==> src/rtl/tgi_pkg.sv <==
package tgi_pkg;
  typedef enum logic [1:0] {
    ST_IDLE = 2'd0,
    ST_BUSY = 2'd1,
    ST_GAP  = 2'd2
  } tgi_state_e;

  // Number of idle cycles inserted for a setting value.
  function automatic int unsigned gap_cycles(input int unsigned setting);
    return setting + 1;
  endfunction

  // Chip-select level for a state: selected (low) only while busy.
  function automatic logic cs_level(input tgi_state_e st);
    return (st != ST_BUSY);
  endfunction
endpackage

==> src/rtl/tgi_gap_counter.sv <==
module tgi_gap_counter #(
  parameter int unsigned CFG_W = 4
) (
  input  logic             clk,
  input  logic             rst_n,
  input  logic             load_i,
  input  logic [CFG_W-1:0] cfg_i,
  input  logic             run_i,
  output logic             expire_o
);
  localparam logic [CFG_W-1:0] ONE = {{(CFG_W-1){1'b0}}, 1'b1};

  logic [CFG_W-1:0] cnt_q;

  always_ff @(posedge clk or negedge rst_n) begin
    if (!rst_n) begin
      cnt_q <= '1;
    end else if (load_i) begin
      cnt_q <= cfg_i;
    end else if (run_i && (cnt_q != '0)) begin
      cnt_q <= cnt_q - ONE;
    end
  end

  assign expire_o = run_i && (cnt_q == '0);
endmodule

==> src/rtl/tgi_req_hold.sv <==
module tgi_req_hold (
  input  logic clk,
  input  logic rst_n,
  input  logic req_i,
  input  logic grant_i,
  output logic pending_o,
  output logic want_o
);
  logic pend_q;

  always_ff @(posedge clk or negedge rst_n) begin
    if (!rst_n) begin
      pend_q <= 1'b0;
    end else if (grant_i) begin
      pend_q <= 1'b0;
    end else if (req_i) begin
      pend_q <= 1'b1;
    end
  end

  assign pending_o = pend_q;
  assign want_o    = req_i || pend_q;
endmodule

==> src/rtl/tgi_seq_fsm.sv <==
module tgi_seq_fsm
  import tgi_pkg::*;
(
  input  logic clk,
  input  logic rst_n,
  input  logic want_i,
  input  logic done_i,
  input  logic expire_i,
  output logic grant_o,
  output logic gap_start_o,
  output logic in_gap_o,
  output logic cs_n_o
);
  tgi_state_e state_q, state_d;

  always_comb begin
    state_d     = state_q;
    grant_o     = 1'b0;
    gap_start_o = 1'b0;
    unique case (state_q)
      ST_IDLE: begin
        if (want_i) begin
          grant_o = 1'b1;
          state_d = ST_BUSY;
        end
      end
      ST_BUSY: begin
        if (done_i) begin
          gap_start_o = 1'b1;
          state_d     = ST_GAP;
        end
      end
      ST_GAP: begin
        if (expire_i) begin
          state_d = ST_IDLE;
        end
      end
      default: state_d = ST_IDLE;
    endcase
  end

  always_ff @(posedge clk or negedge rst_n) begin
    if (!rst_n) begin
      state_q <= ST_IDLE;
    end else begin
      state_q <= state_d;
    end
  end

  assign in_gap_o = (state_q == ST_GAP);
  assign cs_n_o   = cs_level(state_q);
endmodule

==> src/rtl/bank_turnaround_gap.sv <==
module bank_turnaround_gap #(
  parameter int unsigned CFG_W = 4
) (
  input  logic             clk,
  input  logic             rst_n,
  input  logic [CFG_W-1:0] turn_cfg_i,
  input  logic             xfer_done_i,
  input  logic             next_req_i,
  output logic             grant_o,
  output logic             cs_n_o
);
  // Named internal events, visible to the bound checker.
  logic gap_start;
  logic gap_expire;
  logic in_gap;
  logic want;
  logic req_pending;

  tgi_req_hold u_hold (
    .clk       (clk),
    .rst_n     (rst_n),
    .req_i     (next_req_i),
    .grant_i   (grant_o),
    .pending_o (req_pending),
    .want_o    (want)
  );

  tgi_gap_counter #(.CFG_W(CFG_W)) u_cnt (
    .clk      (clk),
    .rst_n    (rst_n),
    .load_i   (gap_start),
    .cfg_i    (turn_cfg_i),
    .run_i    (in_gap),
    .expire_o (gap_expire)
  );

  tgi_seq_fsm u_fsm (
    .clk         (clk),
    .rst_n       (rst_n),
    .want_i      (want),
    .done_i      (xfer_done_i),
    .expire_i    (gap_expire),
    .grant_o     (grant_o),
    .gap_start_o (gap_start),
    .in_gap_o    (in_gap),
    .cs_n_o      (cs_n_o)
  );
endmodule

==> config.mk <==
export PLATFORM = sky130hd
export DESIGN_NAME = bank_turnaround_gap
export DESIGN_NICKNAME = d
export VERILOG_FILES = /design/src/rtl/tgi_pkg.sv /design/src/rtl/tgi_gap_counter.sv /design/src/rtl/tgi_req_hold.sv /design/src/rtl/tgi_seq_fsm.sv /design/src/rtl/bank_turnaround_gap.sv
export SDC_FILE = /design/constraint.sdc
export NUM_CORES = 1
export LEC_CHECK = 0
export BUFFER_PORTS_ARGS = -buffer_cell sky130_fd_sc_hd__buf_2
export CORE_AREA = 2 2 39 41
export CTS_CLUSTER_SIZE = 14
export DETAILED_ROUTE_END_ITERATION = 8
export DIE_AREA = 0 0 41 43
export PLACE_DENSITY_LB_ADDON = 0.12
export RECOVER_POWER = 50
export SLEW_MARGIN = 20
export SYNTH_ARGS = -nofsm -noshare
export SYNTH_HDL_FRONTEND = slang
export SYNTH_SLANG_ARGS = --single-unit
==> constraint.sdc <==
create_clock -name clk -period 2.2 [get_ports clk]
set_input_delay 0.22 -clock clk [delete_from_list [all_inputs] [get_ports clk]]
set_output_delay 0.22 -clock clk [all_outputs]
set_load 0.1 [all_outputs]
# After elaboration in Yosys (flattened, before gate mapping)
# Cells that the tools add are included.
# W data, S select, Z words.
[op_classes] add_sub_neg=1 n_mul=0 div_mod_pow=0 order_cmp=0 eq_ne=6 shifts=0 mux=12 n_bitwise=0 n_reduce_logical=9
[ops] operator="$mux W4" count=2
[ops] operator="$mux W1" count=6
[ops] operator="$mux W2" count=3
[ops] operator="$pmux W2 S3" count=1
[ops] operator="$logic_not A4 Y1" count=1
[ops] operator="$ne A2 B1 Y1 const B" count=2
[ops] operator="$ne A2 B2 Y1 const B" count=2
[ops] operator="$reduce_bool A2 Y1" count=2
[ops] operator="$reduce_bool A4 Y1" count=1
[ops] operator="$sub A4 B1 Y4 const B" count=1
[ops] operator="$reduce_and A3 Y1" count=1
[ops] operator="$eq A2 B1 Y1 const B" count=1
[ops] operator="$eq A2 B2 Y1 const B" count=1
[ops] operator="$logic_and A1 B1 Y1" count=2
[ops] operator="$logic_not A2 Y1" count=1
[ops] operator="$logic_or A1 B1 Y1" count=1
[word_totals] register_bits=7 latchBits=0 mem_bits_rw=0 romBits=0 in_bits=8 output_inout_bits=2 wordCells=31 n_memories=0

# Depth between registers and ports, before layout
# Gate-level depths: netlist (run 1).
[depth] depth_word=4 depth_mapped=5 mapped_depth_nobuf=5

# Hierarchy
# Synthesis (run 1) repeated with hierarchy kept, for this count alone.
[hier_totals] cells_unflattened=42 area_unflattened_um2=404.1
[modules_own_cells] mod="tgi_gap_counter" instances=1 cells_per_inst=28 area_per_inst_um2=255.2 seq_area_each_um2=105.1
[modules_own_cells] mod="tgi_seq_fsm" instances=1 cells_per_inst=11 area_per_inst_um2=107.6 seq_area_each_um2=50.0
[modules_own_cells] mod="tgi_req_hold" instances=1 cells_per_inst=3 area_per_inst_um2=41.3 seq_area_each_um2=25.0

# Least setup slack after synthesis (run 1)
# OpenSTA, ideal clock, no wires.
[synth_timing] path_type="register to register" startpoint="register u_fsm.state_q[0]" endpoint="register u_fsm.state_q[0]" t_arrival_ns=2.812 path_slack_ns=-0.712 stages_incl_launch_ff=3 cell_sequence="dfrtp_1 -> nor3_1 -> o21bai_1"
[synth_between] elab_chain_len=4 elab_cells_between_ends=9 cone_classes="eq/ne (5); mux (1); reduce/logical (3)"
[synth_lines] element="start: declaration" line="tgi_seq_fsm.sv:14" rtl="tgi_state_e state_q, state_d;"
[synth_lines] element="start signal: assignment" line="tgi_seq_fsm.sv:46" rtl="state_q <= state_d;"
[synth_lines] element="$eq A2 B2 Y1" line="tgi_seq_fsm.sv:20, tgi_seq_fsm.sv:50"
[synth_lines] element="$logic_and A1 B1 Y1" line="tgi_gap_counter.sv:25" rtl="assign expire_o = run_i && (cnt_q == '0);"
[synth_lines] element="$ne A2 B2 Y1 (no source line)"
[synth_lines] element="$reduce_and A3 Y1 (no source line)"
# Several ways; a longest one is shown, not always the timed one.
# A chain may end at the register's enable or synchronous reset.

# Worst setup path after layout (run 1)
[layout_timing] startpoint="register u_cnt.cnt_q[0]" endpoint="register u_cnt.cnt_q[3]"
[layout_between] elab_chain_len=3 elab_cells_between_ends=6 cone_classes="add/sub (1); mux (2); reduce/logical (3)"
[layout_lines] element="start: declaration" line="tgi_gap_counter.sv:13" rtl="logic [CFG_W-1:0] cnt_q;"
[layout_lines] element="start signal: assignment" line="tgi_gap_counter.sv:19" rtl="cnt_q <= cfg_i;"
[layout_lines] element="start signal: assignment" line="tgi_gap_counter.sv:21" rtl="cnt_q <= cnt_q - ONE;"
[layout_lines] element="$sub A4 B1 Y4 or $reduce_bool A4 Y1 (tied branches)" line="tgi_gap_counter.sv:21, tgi_gap_counter.sv:20"
[layout_lines] element="$mux W4 or $logic_and A1 B1 Y1 (tied branches)" line="tgi_gap_counter.sv:20" rtl="end else if (run_i && (cnt_q != '0)) begin"
[layout_lines] element="$mux W4 or $reduce_bool A2 Y1 (tied branches)"
# Several ways; a longest one is shown, not always the timed one. The select of a mux whose other input is x is not followed.

==> results of run 1 <==
## kinds of logic after synthesis
logic type,count (synthesis),synth area share
compound gates,9,0.151
simple gates,18,0.271
fa+ha+maj,1,0.0344
buf+inv,2,0.0206
mux,1,0.0275
flops,7,0.495
## worst max-delay path, cell delays in order (launching register included)
cell,delay (ns)
sky130_fd_sc_hd__dfstp_2,0.55
sky130_fd_sc_hd__inv_1,0.05
sky130_fd_sc_hd__ha_1,0.21
sky130_fd_sc_hd__or4_1,0.51
sky130_fd_sc_hd__a31oi_1,0.18
## layout by cell type, fill, tap and decap left out, types with 2 or more instances in the layout
cell                       instances
sky130_fd_sc_hd__buf_2             8
sky130_fd_sc_hd__nor2_1            7
sky130_fd_sc_hd__dfstp_2           4
sky130_fd_sc_hd__or3_1             3
sky130_fd_sc_hd__a31oi_1           3
sky130_fd_sc_hd__clkbuf_4          3
sky130_fd_sc_hd__dfrtp_1           3
sky130_fd_sc_hd__inv_1             2
sky130_fd_sc_hd__nand2b_1          2
sky130_fd_sc_hd__nand3b_1          2
sky130_fd_sc_hd__o21ai_0           2
sky130_fd_sc_hd__clkbuf_1          2
## per-layer routing
| layer | GRT usage | part of all wire |
|---|---|---|
| met1 | 0.139 | 0.44 |
| met5 | 0 | 0 |
| met3 | 0.0314 | 0.051 |
| met2 | 0.175 | 0.48 |
| met4 | 0.120 | 0.028 |
## power by group
part           switching, mW  internal, mW  total, mW
clock network         0.0513        0.0695      0.121
logic                  0.260         0.117      0.377
registers             0.0678         0.223      0.290
## registers in the layout (all words and copies together) (netlist names)
register	count
u_cnt.cnt_q	4
u_fsm.state_q	2
u_hold.pending_o	1
## cell type report
class                           count  area share
Clock buffer                        4      0.0560
Inverter                            2      0.0160
Timing Repair Buffer               10       0.115
Multi-Input combinational cell     29       0.387
Sequential cell                     7       0.384
Tap cell                           16      0.0427
## worst max-delay path by stage
| stage | startpoint | end | slack (ns) |
|---|---|---|---|
| floorplan | u_fsm.state_q[0]$_DFFE_PN0P_ | u_fsm.state_q[0]$_DFFE_PN0P_ | 0.20 |
| finish | u_cnt.cnt_q[0]$_DFFE_PN1P_ | u_cnt.cnt_q[3]$_DFFE_PN1P_ | 0.62 |
| global route | u_cnt.cnt_q[0]$_DFFE_PN1P_ | u_cnt.cnt_q[3]$_DFFE_PN1P_ | 0.53 |
| detailed placement | u_cnt.cnt_q[0]$_DFFE_PN1P_ | u_cnt.cnt_q[3]$_DFFE_PN1P_ | 0.62 |
| CTS | u_cnt.cnt_q[0]$_DFFE_PN1P_ | u_cnt.cnt_q[3]$_DFFE_PN1P_ | 0.61 |
| global placement | u_cnt.cnt_q[0]$_DFFE_PN1P_ | u_cnt.cnt_q[3]$_DFFE_PN1P_ | 0.67 |
## per-stage QoR
step	instance area (µm²)	hold WS [ns]	utilization
after floorplan	369	-0.0756	-
after global placement	434	0.0609	0.314
after detailed placement	434	0.0609	0.314
after CTS	470	0.156	0.340
after global routing	469	0.164	0.339
final	469	0.163	0.339
## what timing repair did
item | in CTS | in global routing
hold buffers | 1 | 0
hold endpoints to repair | 7 | 0
resized for setup | 0 | 0
==> impl_results.rst, run 1 <==
.. list-table::
   :header-rows: 1

   * - Metric
     - Value
   * - Synth cell count leaders
     - 7 x sky130_fd_sc_hd__nor2_1, 4 x sky130_fd_sc_hd__dfstp_2, 3 x sky130_fd_sc_hd__a31oi_1, 3 x sky130_fd_sc_hd__dfrtp_1, 3 x sky130_fd_sc_hd__or3_1
   * - Launch instance of the worst min-delay path
     - xfer_done_i
   * - Number of placed I/O pins
     - 10
   * - Insertion delay to the later sink of the worst-skew pair
     - 0.26 ns
   * - CP Class
     - register to register
   * - Slew @ Worst Pin
     - 0.485 ns
   * - Critical path arrival
     - 1.76 ns
   * - Crit path time final
     - 1.58 ns
   * - Fraction of the yosys area taken by sequential cells
     - 0.495
   * - Routability cong.
     - 0.792
   * - Die Wd
     - 41 µm
   * - Syn Std Cell Area
     - 364 µm²
   * - Run status
     - finished, final reports clean
   * - Number of flops mapped to enable cells by yosys
     - 0
   * - Final Hold Vio Count
     - 0
   * - Hold/Removal Path Class
     - primary input to register
   * - Critical-path maximum fanout
     - 5
   * - Setup TNS Final
     - 0 ns
   * - Max capacitance violation total
     - 0
   * - Hold path depth
     - 2
   * - CTS H-tree lvls
     - 1
   * - Cell Rows
     - 14
   * - Total DRC errors in the routed layout
     - 0
   * - Post-placement setup slack
     - 0.622 ns
   * - Initial cell density of the core
     - 0.263
   * - Die Y-Extent
     - 43 µm
   * - Cell count after placement
     - 63
   * - Register-to-register path setup slack
     - 0.62 ns
   * - Clock Tree Buf Depth
     - 2
   * - Count of input and output buffers
     - 9
   * - Core footprint
     - 0.00138 mm²
   * - Total global routing track utilization
     - 0.123
   * - Clock transition at path regs
     - 0.06 ns
   * - Total power draw
     - 0.788 mW
   * - Leading area contributor after synthesis
     - sky130_fd_sc_hd__dfstp_2
   * - Most used standard cell by instance count after synthesis
     - sky130_fd_sc_hd__nor2_1
   * - Critical R2R Capture
     - u_cnt.cnt_q[3]$_DFFE_PN1P_
   * - Total iterations of the first detailed-routing run
     - 2
   * - Final Net Count
     - 62
   * - Dominant cells by area after synthesis
     - sky130_fd_sc_hd__dfstp_2 29%, sky130_fd_sc_hd__dfrtp_1 21%, sky130_fd_sc_hd__nor2_1 7.2%, sky130_fd_sc_hd__a31oi_1 5.2%, sky130_fd_sc_hd__or3_1 5.2%
   * - Setup repair after global routing missed its margin
     - false
   * - Final setup violation count
     - 0
   * - Post-route clock skew
     - 0.00306 ns
   * - Number of standard cells after synthesis
     - 38
   * - Async set-or-reset flop fraction in the synthesized netlist
     - 1.00
   * - First-pass GRT wire length
     - 1390 µm
   * - Critical register-to-register path startpoint
     - u_cnt.cnt_q[0]$_DFFE_PN1P_
   * - Final ANT Viol Nets
     - 0
   * - Largest net degree at the start of global routing
     - 10
   * - Synth Net Count
     - 47
   * - Overall via count from detail_route
     - 345
   * - Layout cell share with drive strength beyond 1
     - 0.308
   * - Setup bufs post-CTS
     - 0
   * - Number of distinct library cells after synthesis
     - 19
   * - Wire length after detailed routing
     - 808 µm
   * - Worst slew margin relative to its limit
     - 0.679
   * - Area of the multi-input gates
     - 181 µm²
   * - Inserted Clock Buffers
     - 3
   * - Max-slew violation count
     - 0
   * - Diode insertion count for antenna repair
     - 0
   * - Clock tree sinks
     - 7
   * - Startpoint type of the worst setup path
     - register
   * - Final Non-Filler Cells
     - 68
   * - Clock tree root buffer cell
     - sky130_fd_sc_hd__clkbuf_4
   * - Worst voltage drop across the vdd grid
     - 0.558 mV
   * - Max Clock Freq
     - 633 MHz
   * - FF-to-FF path depth
     - 4
   * - Number of fill cells
     - 153
   * - Cell Pwr Density
     - 1680 mW/mm²
   * - Most used flip-flop cell after synthesis
     - sky130_fd_sc_hd__dfstp_2
   * - Violation count after the first detailed-route iteration
     - 10
   * - Share of Yosys cell area claimed by the top area cell type
     - 0.289
   * - Terminating pin of the worst hold path
     - u_fsm.state_q[0]$_DFFE_PN0P_
   * - Average detailed-routed wire length per instance
     - 11.9 µm
   * - Nature of the critical path endpoint
     - register
   * - Vias per Instance
     - 5.07
   * - GRT overflow
     - 0
   * - Yosys warning count
     - 0
   * - Static power due to leakage
     - 0.204 nW
   * - Storage element area
     - 180 µm²
   * - Half-perimeter wire length after placement
     - 617 µm
   * - Syn_area_per_cell
     - 9.58 µm²
   * - Vias in the first global route
     - 344
   * - Initial antenna violation count
     - 0
   * - Total Die Area
     - 0.00176 mm²
   * - Final period utilization
     - 0.718
   * - Slack of the critical path
     - 0.621 ns
   * - Worst endpoint required time
     - 2.38 ns
   * - CTS tree
     - done
   * - Number of synthesized register bits
     - 7
   * - Layout Area Growth over Synthesis
     - 28.9%
(Power assumes the default switching activity.)
==> inputs of run 2 (changes only) <==
==> constraint.sdc (replaced) <==
create_clock -name clk -period 1.6 [get_ports clk]
set_input_delay 0.16 -clock clk [delete_from_list [all_inputs] [get_ports clk]]
set_output_delay 0.16 -clock clk [all_outputs]
set_load 0.1 [all_outputs]
==> run 2 against run 1 <==
- design area rose by 4.0%
- die area unchanged
- critical path depth is 1 higher
- core utilization grew 1.4 points
- routed wire length shrank 2.5%
- first-iteration DRC count is 80% lower
- global-route usage shrank 0.32 points
- non-clock buffer count is 1 higher
- count of clock-buffer cells in the layout unchanged
- via count is 1.7% lower
- sequential power increased by 34%
- critical path type unchanged
- largest power group unchanged
==> impl_results.rst, run 2 (synthesis gave the netlist of run 1 again) <==
.. list-table::
   :header-rows: 1

   * - Metric
     - Value
   * - Setup repair after global routing missed its margin
     - true
   * - Diode insertion count for antenna repair
     - 0 (unchanged)
   * - Final setup violation count
     - 0 (unchanged)
   * - CTS H-tree lvls
     - 1 (unchanged)
   * - Slew @ Worst Pin
     - 0.494 ns (+0.00906 ns)
   * - Violation count after the first detailed-route iteration
     - 2 (-8)
   * - Cell count after placement
     - 64 (+1.6%)
   * - Startpoint type of the worst setup path
     - register
   * - Layout cell share with drive strength beyond 1
     - 0.340 (+0.0319)
   * - CP Class
     - register to register
   * - Total global routing track utilization
     - 0.120 (-0.00316)
   * - Worst endpoint required time
     - 1.77 ns (-0.61 ns)
   * - Routability cong.
     - 0.766 (-3.2%)
   * - Total Die Area
     - 0.00176 mm² (unchanged)
   * - Cell Chain, Critical Path
     - inv_1 -> ha_2 -> nor3b_1 -> or3_1 -> a31oi_1
   * - Overall via count from detail_route
     - 339 (-1.7%)
   * - Clock Tree Buf Depth
     - 2 (unchanged)
   * - Max-slew violation count
     - 0 (unchanged)
   * - Switching power summed over all nets
     - 0.524 mW (+38%)
   * - Insertion delay to the later sink of the worst-skew pair
     - 0.25 ns (about the same)
   * - Post-route clock skew
     - 0.00544 ns (+0.00238 ns)
   * - CTS tree
     - done
   * - Critical-path maximum fanout
     - 5 (unchanged)
   * - Final Net Count
     - 63 (+1.6%)
   * - Half-perimeter wire length after placement
     - 606 µm (-1.9%)
   * - Count of buffer and inverter cells on the critical path
     - 1 (unchanged)
   * - Count of input and output buffers
     - 9 (unchanged)
   * - GRT overflow
     - 0 (unchanged)
   * - Number of fill cells
     - 147 (-3.9%)
   * - Nature of the critical path endpoint
     - register
   * - Final period utilization
     - 0.957 (+0.239)
   * - Crit path time final
     - 1.53 ns (-0.0489 ns)
   * - Die Y-Extent
     - 43 µm (unchanged)
   * - Cell Rows
     - 14 (unchanged)
   * - Most frequent cells in the layout
     - 7 x sky130_fd_sc_hd__nor2_1, 7 x sky130_fd_sc_hd__buf_2, 4 x sky130_fd_sc_hd__clkbuf_4, 4 x sky130_fd_sc_hd__dfstp_2
   * - Core footprint
     - 0.00138 mm² (unchanged)
   * - Crit path largest cell delay
     - 0.55 ns (about the same)
   * - Core utilization of the finished layout
     - 0.353 (+0.0136)
   * - Final ANT Viol Nets
     - 0 (unchanged)
   * - Average detailed-routed wire length per instance
     - 11.4 µm (-3.9%)
   * - Max Clock Freq
     - 653 MHz (+3.2%)
   * - Share of power burned in combinational logic
     - 0.512 (+0.034)
   * - Cell type group with the largest total delay on the critical path
     - flip-flops
   * - Layout Area Growth over Synthesis
     - 34.0%
   * - Crit-path slowest cell
     - sky130_fd_sc_hd__dfstp_2
   * - Sequential Power Share
     - 0.348 (-0.021)
   * - Clock tree root buffer cell
     - sky130_fd_sc_hd__clkbuf_4
   * - Critical path arrival
     - 1.70 ns (-0.06 ns)
   * - Register ranked first by flip-flop count
     - u_cnt.cnt_q
   * - Clock transition at path regs
     - 0.05 ns (about the same)
   * - Share of power burned in the clock network
     - 0.140 (-0.013)
   * - Cell Pwr Density
     - 2290 mW/mm² (+36%)
   * - Final Hold Vio Count
     - 0 (unchanged)
   * - Final hold slack
     - 0.117 ns (-0.0454 ns)
   * - Storage element area
     - 180 µm² (unchanged)
   * - Total DRC errors in the routed layout
     - 0 (unchanged)
   * - Worst voltage drop across the vdd grid
     - 0.830 mV (+49%)
   * - Wire length after detailed routing
     - 788 µm (-2.5%)
   * - Switching share of power
     - 0.469 (-0.0115)
   * - Max capacitance violation total
     - 0 (unchanged)
   * - Number of placed I/O pins
     - 10 (unchanged)
   * - Initial cell density of the core
     - 0.263 (unchanged)
   * - Die Wd
     - 41 µm (unchanged)
   * - Vias in the first global route
     - 327 (-4.9%)
   * - Internal cell power
     - 0.592 mW (+45%)
   * - Final Non-Filler Cells
     - 69 (+1.5%)
   * - First-pass GRT wire length
     - 1300 µm (-6.9%)
   * - Area of the multi-input gates
     - 190 µm² (+4.8%)
   * - Max reg flops
     - 4 (unchanged)
   * - Vias per Instance
     - 4.91 (-3.2%)
   * - Largest net degree at the start of global routing
     - 10 (unchanged)
   * - Total iterations of the first detailed-routing run
     - 3 (+1)
   * - Hold/Removal Path Class
     - primary input to register
   * - Initial antenna violation count
     - 0 (unchanged)
   * - Worst slew margin relative to its limit
     - 0.670 (-0.00898)
   * - Clock tree sinks
     - 7 (unchanged)
   * - Setup bufs post-CTS
     - 0 (unchanged)
   * - Static power due to leakage
     - 0.209 nW (+2.4%)
   * - Run status
     - finished, final reports clean
   * - Inserted Clock Buffers
     - 3 (unchanged)
[run 2: cell count changes in the layout (fill, tap and decap cells not counted), sizes merged]
cell and change:
clkbuf +1
[run 2: worst reg2reg max path, cell delays in order, from the launching register on]
cell                      delay, ns
sky130_fd_sc_hd__dfstp_2       0.55
sky130_fd_sc_hd__inv_1         0.05
sky130_fd_sc_hd__ha_2          0.18
sky130_fd_sc_hd__nor3b_1       0.18
sky130_fd_sc_hd__or3_1         0.32
sky130_fd_sc_hd__a31oi_1       0.18
[run 2: metal layers]
layer / vias up / wire length, µm / track usage
met5: - / 0 / 0
li1: 169 / - / -
met3: 2 / 40 / 0.0785
met2: 6 / 381 / 0.159
met4: 0 / 10 / 0.100
met1: 162 / 354 / 0.125
[run 2: through the flow]
step / total power [mW] / setup WS, ns / TNS (ns) / cell area [µm²]
finish: 1.12 / 0.0694 / 0 / 488
global route: 1.21 / -0.00196 / -0.00196 / 488
detailed placement: 0.952 / 0.0200 / 0 / 448
global placement: 0.942 / 0.0716 / 0 / 448
CTS: 1.13 / 0.0192 / 0 / 484
floorplan: 0.829 / 0.0407 / 0 / 375
[run 2: what timing repair did]
| item | in CTS | in global routing |
|---|---|---|
| pin swaps | 1 | 3 |
| endpoints found under the hold margin | 7 | 0 |
| endpoints found under the setup margin | 1 | 4 |
| hold buffers | 1 | 0 |
| resized for setup | 0 | 2 |
[run 2: cell type report]
| cell class | instances | share of cell area |
|---|---|---|
| clock buffer | 4 | 0.0538 |
| tap | 16 | 0.0410 |
| timing repair buffer | 11 | 0.131 |
| sequential | 7 | 0.369 |
| multi-input combinational | 29 | 0.390 |
| inverter | 2 | 0.0154 |
[run 2: final timing paths]
path | from | endpoint | depth (start not counted) | slack [ns]
worst max-delay path | u_cnt.cnt_q[0]$_DFFE_PN1P_ | u_cnt.cnt_q[1]$_DFFE_PN1P_ | 5 | 0.07
worst min-delay path | xfer_done_i | u_fsm.state_q[0]$_DFFE_PN0P_ | 2 | 0.12
worst max register to register | u_cnt.cnt_q[0]$_DFFE_PN1P_ | u_cnt.cnt_q[1]$_DFFE_PN1P_ | 5 | 0.07
worst min register to register | u_cnt.cnt_q[3]$_DFFE_PN1P_ | u_cnt.cnt_q[3]$_DFFE_PN1P_ | 2 | 0.52
max in group asynchronous | rst_n | u_cnt.cnt_q[1]$_DFFE_PN1P_ | 2 | 0.93
min in group asynchronous | rst_n | u_hold.pending_o$_DFFE_PN0P_ | 2 | 0.34
[run 2: power by group through the flow]
stage | Sequential, mW | Combinational (mW) | Clock (mW)
6_report | 0.388 | 0.571 | 0.157
4_1_cts | 0.389 | 0.572 | 0.166
3_5_place_dp | 0.391 | 0.561 | 0
2_1_floorplan | 0.382 | 0.447 | 0
3_3_place_gp | 0.386 | 0.556 | 0
5_1_grt | 0.399 | 0.625 | 0.188
